==> src/rtl/tri_dither_pkg.sv <==
package tri_dither_pkg;

    typedef enum logic [1:0] {
        ST_IDLE = 2'd0,
        ST_RISE = 2'd1,
        ST_FALL = 2'd2
    } phase_state_t;

endpackage

==> src/rtl/tri_phase_fsm.sv <==
module tri_phase_fsm
    import tri_dither_pkg::*;
#(
    parameter int CNT_W = 11
) (
    input  logic             clk,
    input  logic             rst_n,
    input  logic             run_en,
    output logic [CNT_W-1:0] ramp_cnt,
    output logic             at_bottom,
    output logic             turn_strobe
);

    localparam logic [CNT_W-1:0] CNT_TOP  = '1;
    localparam logic [CNT_W-1:0] CNT_ZERO = '0;

    phase_state_t     state_q, state_n;
    logic [CNT_W-1:0] cnt_q, cnt_n;
    logic             turn_q, turn_n;

    // next-state and next-count decision
    always_comb begin
        state_n = state_q;
        cnt_n   = cnt_q;
        turn_n  = 1'b0;
        unique case (state_q)
            ST_IDLE: begin
                cnt_n = CNT_ZERO;
                if (run_en) begin
                    state_n = ST_RISE;              // launch
                end
            end
            ST_RISE: begin
                if (cnt_q == CNT_TOP) begin
                    state_n = ST_FALL;              // crest
                    turn_n  = 1'b1;
                end else begin
                    cnt_n = cnt_q + 1'b1;
                end
            end
            ST_FALL: begin
                if (cnt_q == CNT_ZERO) begin
                    if (run_en) begin
                        state_n = ST_RISE;          // rebound
                        turn_n  = 1'b1;
                    end else begin
                        state_n = ST_IDLE;          // park
                    end
                end else begin
                    cnt_n = cnt_q - 1'b1;
                end
            end
            default: begin
                state_n = ST_IDLE;
                cnt_n   = CNT_ZERO;
            end
        endcase
    end

    // state register
    always_ff @(posedge clk or negedge rst_n) begin
        if (!rst_n) begin
            state_q <= ST_IDLE;
            cnt_q   <= CNT_ZERO;
        end else begin
            state_q <= state_n;
            cnt_q   <= cnt_n;
        end
    end

    // output register
    always_ff @(posedge clk or negedge rst_n) begin
        if (!rst_n) begin
            turn_q <= 1'b0;
        end else begin
            turn_q <= turn_n;
        end
    end

    assign ramp_cnt    = cnt_q;
    assign turn_strobe = turn_q;
    assign at_bottom   = (state_q == ST_IDLE) ||
                         (state_q == ST_FALL && cnt_q == CNT_ZERO);

    // the count climbs by one per cycle below the top
    a_r3_rise_step: assert property (@(posedge clk) disable iff (!rst_n)
        (state_q == ST_RISE && cnt_q != CNT_TOP) |=> (cnt_q == $past(cnt_q) + 1'b1));

    // the count descends by one per cycle above zero
    a_r3_fall_step: assert property (@(posedge clk) disable iff (!rst_n)
        (state_q == ST_FALL && cnt_q != CNT_ZERO) |=> (cnt_q == $past(cnt_q) - 1'b1));

    // a parked generator holds a zero count
    a_r7_idle_zero: assert property (@(posedge clk) disable iff (!rst_n)
        (state_q == ST_IDLE) |-> (cnt_q == CNT_ZERO));

    // bottom of the descent with enable low parks the generator
    a_r7_park: assert property (@(posedge clk) disable iff (!rst_n)
        (state_q == ST_FALL && cnt_q == CNT_ZERO && !run_en) |=> (state_q == ST_IDLE));

    // the turn pulse never lasts more than one cycle
    a_r8_single_pulse: assert property (@(posedge clk) disable iff (!rst_n)
        turn_q |=> !turn_q);

    // a pulse accompanies only a crest or a rebound
    a_r8_pulse_place: assert property (@(posedge clk) disable iff (!rst_n)
        turn_q |-> ((state_q == ST_FALL && cnt_q == CNT_TOP) ||
                    (state_q == ST_RISE && cnt_q == CNT_ZERO)));

endmodule

==> src/rtl/tri_depth_scale.sv <==
module tri_depth_scale #(
    parameter int CNT_W  = 11,
    parameter int CODE_W = 12
) (
    input  logic              clk,
    input  logic              rst_n,
    input  logic              capture,
    input  logic              depth_in,
    input  logic [CNT_W-1:0]  raw_cnt,
    output logic [CODE_W-1:0] code_out
);

    localparam int PAD_W      = CODE_W - CNT_W;
    localparam int HALF_PEAK  = (1 << CNT_W) - 1;

    logic              half_q;
    logic [CODE_W-1:0] full_code;
    logic [CODE_W-1:0] half_code;

    // depth is only taken up at the bottom of the triangle
    always_ff @(posedge clk or negedge rst_n) begin
        if (!rst_n) begin
            half_q <= 1'b0;
        end else if (capture) begin
            half_q <= depth_in;
        end
    end

    generate
        if (PAD_W == 1) begin : g_exact
            assign full_code = {raw_cnt, 1'b0};
        end else begin : g_padded
            assign full_code = {{(PAD_W-1){1'b0}}, raw_cnt, 1'b0};
        end
    endgenerate

    assign half_code = full_code >> 1;
    assign code_out  = half_q ? half_code : full_code;

    // the captured depth holds between bottoms
    a_r6_depth_hold: assert property (@(posedge clk) disable iff (!rst_n)
        !capture |=> $stable(half_q));

    // the 4% code is always even
    a_r4_even_code: assert property (@(posedge clk) disable iff (!rst_n)
        !half_q |-> (code_out[0] == 1'b0));

    // the 2% code never passes its peak
    a_r9_half_peak: assert property (@(posedge clk) disable iff (!rst_n)
        half_q |-> (int'(code_out) <= HALF_PEAK));

endmodule

==> src/rtl/tri_dither_gen.sv <==
module tri_dither_gen
    import tri_dither_pkg::*;
#(
    parameter int CODE_W = 12
) (
    input  logic              clk,
    input  logic              rst_n,
    input  logic              spread_en,
    input  logic              depth_half,
    output logic [CODE_W-1:0] dith_offset,
    output logic              turn_pulse
);

    localparam int CNT_W = CODE_W - 1;

    logic [CNT_W-1:0] ramp_cnt;
    logic             at_bottom;

    tri_phase_fsm #(
        .CNT_W (CNT_W)
    ) u_phase (
        .clk         (clk),
        .rst_n       (rst_n),
        .run_en      (spread_en),
        .ramp_cnt    (ramp_cnt),
        .at_bottom   (at_bottom),
        .turn_strobe (turn_pulse)
    );

    tri_depth_scale #(
        .CNT_W  (CNT_W),
        .CODE_W (CODE_W)
    ) u_scale (
        .clk      (clk),
        .rst_n    (rst_n),
        .capture  (at_bottom),
        .depth_in (depth_half),
        .raw_cnt  (ramp_cnt),
        .code_out (dith_offset)
    );

    // with spread off at the bottom, the code stays at zero next cycle
    a_r2_idle_quiet: assert property (@(posedge clk) disable iff (!rst_n)
        (at_bottom && !spread_en) |=> (dith_offset == '0));

    // no pulse while parked at the bottom
    a_r8_quiet_park: assert property (@(posedge clk) disable iff (!rst_n)
        (at_bottom && !spread_en) |=> !turn_pulse);

endmodule

==> config.mk <==
export PLATFORM = sky130hd
export DESIGN_NAME = tri_dither_gen
export DESIGN_NICKNAME = d
export VERILOG_FILES = /design/src/rtl/tri_dither_pkg.sv /design/src/rtl/tri_phase_fsm.sv /design/src/rtl/tri_depth_scale.sv /design/src/rtl/tri_dither_gen.sv
export SDC_FILE = /design/constraint.sdc
export NUM_CORES = 1
export LEC_CHECK = 0
export BUFFER_PORTS_ARGS = -buffer_cell sky130_fd_sc_hd__buf_2
export CAP_MARGIN = 20
export CORE_ASPECT_RATIO = 1.4
export CORE_MARGIN = 5
export CORE_UTILIZATION = 58
export DETAILED_ROUTE_END_ITERATION = 6
export PLACE_DENSITY = 0.79
export SYNTH_ARGS = -nofsm -noshare
export SYNTH_HDL_FRONTEND = slang
export SYNTH_SLANG_ARGS = --single-unit
==> constraint.sdc <==
create_clock -name clk -period 3.8 [get_ports clk]
set_clock_uncertainty 0.2 [all_clocks]
set_input_delay 0.76 -clock clk [delete_from_list [all_inputs] [get_ports clk]]
set_output_delay 0.76 -clock clk [all_outputs]
set_load 0.02 [all_outputs]
==> impl_metrics.toml <==
[logic_synthesis]
synth_top_flop_cell = "dfrtp_1"
synth-xor-area-share_pct = 8.54
yosys_warnings = 0
synth_simple_gate_area_share_pct = 20.7
ys_types = 49
synth_edf_count = 0
yosys.area_share.adder_pct = 7.85
synth_top_family_by_area = "compound AO/OA/AOI/OAI gates"
synth_top_cell_by_area = "dfrtp_1"
yosysTopAreaCellShare_pct = 26.2
async_reset_ff_share_pct = 100
yosys-top-cells-area = "dfrtp_1, ha_1, mux2_2"
synth_fp_nets = 180
synth_compound_gate_area_share_pct = 20.9
yosysSeqAreaShare_pct = 26.2
syn_inst = 167
synth.area.mux_share_pct = 8.63
synth_seq_cells = 15
syn_avg_cell_area_um2 = 8.59
netlist_area_mm2 = 0.00144

[clocking]
postCtsSetupBuffers = 0
path_clk_slew_ps = 100
cts_max_level = 1
cts_root_buf = "clkbuf_4"
holdBufCountCts = 0
cts_resized = 0
clockBufferDepth = 2
cts_tree = "done"
numCtsBuffers = 3
clk_latency_ps = 300
cts.sinks = 15

[floorplanning]
die_w_um = 52.0
start_util_pct = 60.0
fp-row-count = 21
dieHeight_um = 68.9
core_mm2 = 0.00239
io_pins = 17
die_area_mm2 = 0.00358

[placement]
pre_cts_ws_ps = 962
dp_hpwl_um = 2410
io_buffers = 16
gp_congestion = 0.819

[critical_path]
regToRegStartpoint = "u_phase.state_q[0]"
worst_setup_path_start_kind = "flop"
r2r_cells = 10
ff2ff_setup_slack_ps = 920
cp_max_fo = 11
endpoint_kind = "flop"
crit_arrival_ps = 2860
r2r-end = "u_phase.ramp_cnt[10]"
required_ps = 3780
critPathKind = "reg2reg"

[detailed_routing]
firstDrtPassIters = 4
via_per_inst = 6.37
vias = 1325
wl_per_cell_um = 16.1
drt_wl_total_um = 3360
ant_nets = 0
drt_iter0_markers = 64
drc = 0

[timing]
min_period_ps = 2880
grt_setup_unrepaired = "false"
max_freq_ghz = 0.347
slew_viol_final = 0
fin_crit_sh_pct = 75.8
tightest_slew_ps = 633
relSlewSlack_pct = 57.8
setup_viol = 0
hold_viol = 0
fin_tns_setup_ps = 0
fin_ws_ps = 918
timing.hold.ws_ps = 149

[power_and_ir_drop]
ir_drop_mv = 0.440
powerDensity_mw_per_mm2 = 763
p_leak_nw = 0.682

[global_route]
first_global_vias = 1256
grtUsageTotal_pct = 21.7
grt_max_degree = 18
grt_pass1_wl_um = 5740
gr-total-overflow = 0
antenna_found_initial = 0

[final_layout]
drive_above_1_share_pct = 20.1
num-fill-cells = 212
fin_nets = 188
n_antenna_cell = 0
syn_to_final_growth_pct = 5.23
mostFrequentLayoutCells = "buf_2, nand2_1, o21ai_1, dfrtp_1"
layout_commonest_cell = "buf_2"

[status]
status = "completed"

[hold_path]
min_path_type = "in2async"

[run]
drv_cap = 0
## per-stage QoR
| stage | power, mW | std cells | utilization [%] | cell area [µm²] |
|---|---|---|---|---|
| after CTS | 1.15 | 208 | 63.2 | 1510 |
| after global placement | 1.02 | 204 | 62.1 | 1480 |
| final | 1.15 | 208 | 63.2 | 1510 |
| after detailed placement | 1.05 | 204 | 62.1 | 1480 |
| after floorplan | 0.910 | 167 | - | 1440 |
| after global routing | 1.25 | 208 | 63.2 | 1510 |
## cells in the mapped netlist, types with 6 or more instances
master / count
a21oi_1: 7
mux2_2: 9
nand2_1: 15
ha_1: 9
nor3_1: 6
xor2_1: 6
o21ai_1: 15
dfrtp_1: 15
nor2_1: 8
xnor2_1: 8
## flip-flops by register name (all words and copies together) (netlist names)
signal	count
u_phase.state_q	2
u_phase.turn_strobe	1
u_phase.ramp_cnt	11
u_scale.half_q	1
## area by class of cell
| cell class | instances | area [µm²] | area share (%) |
|---|---|---|---|
| multi-input combinational | 132 | 956 | 63.3 |
| clock buffer | 4 | 26.3 | 1.74 |
| timing repair buffer | 17 | 87.6 | 5.80 |
| sequential | 15 | 375 | 24.9 |
| tap | 34 | 42.5 | 2.82 |
| inverter | 6 | 22.5 | 1.49 |
## power by group
group          internal, mW  switching (mW)  total, mW
Sequential            0.210           0.123      0.333
Combinational         0.310           0.410      0.719
Clock                0.0410          0.0590      0.100
Total                 0.561           0.591       1.15
## critical path: stages, from the launching register on
cell and delay, ps:
dfrtp_1 450, inv_1 130, ha_1 400, xor2_1 250, ha_1 240, nand4b_1 140, nand4_1 250, a22oi_1 100
o211a_1 250, nor3_1 240, o31ai_2 90
## layer usage
| layer | global-route usage (%) | wire length, µm |
|---|---|---|
| met2 | 37.1 | 1710 |
| met1 | 24.6 | 1400 |
| met3 | 3.23 | 145 |
| met5 | 0 | 0 |
| met4 | 14.8 | 103 |
## cell families after synthesis
family / Yosys count
AND/OR/NAND/NOR: 53
AO/OA/AOI/OAI: 45
buffers and inverters: 20
flip-flops: 15
XOR/XNOR: 14
multiplexers: 11
adder cells (fa/ha/maj): 9
## worst max path at each step
stage	start	to	slack, ps	cells after the start
final	u_phase.state_q[0]	u_phase.ramp_cnt[10]	920	10
after global routing	u_phase.state_q[0]	u_phase.ramp_cnt[10]	710	10
after CTS	u_phase.state_q[0]	u_phase.ramp_cnt[10]	930	10
after detailed placement	u_phase.state_q[0]	u_phase.ramp_cnt[10]	960	9
after global placement	u_phase.state_q[0]	u_phase.ramp_cnt[10]	1060	10
after floorplan	u_phase.state_q[0]	u_phase.ramp_cnt[10]	1090	12
(Power assumes the default switching activity.)
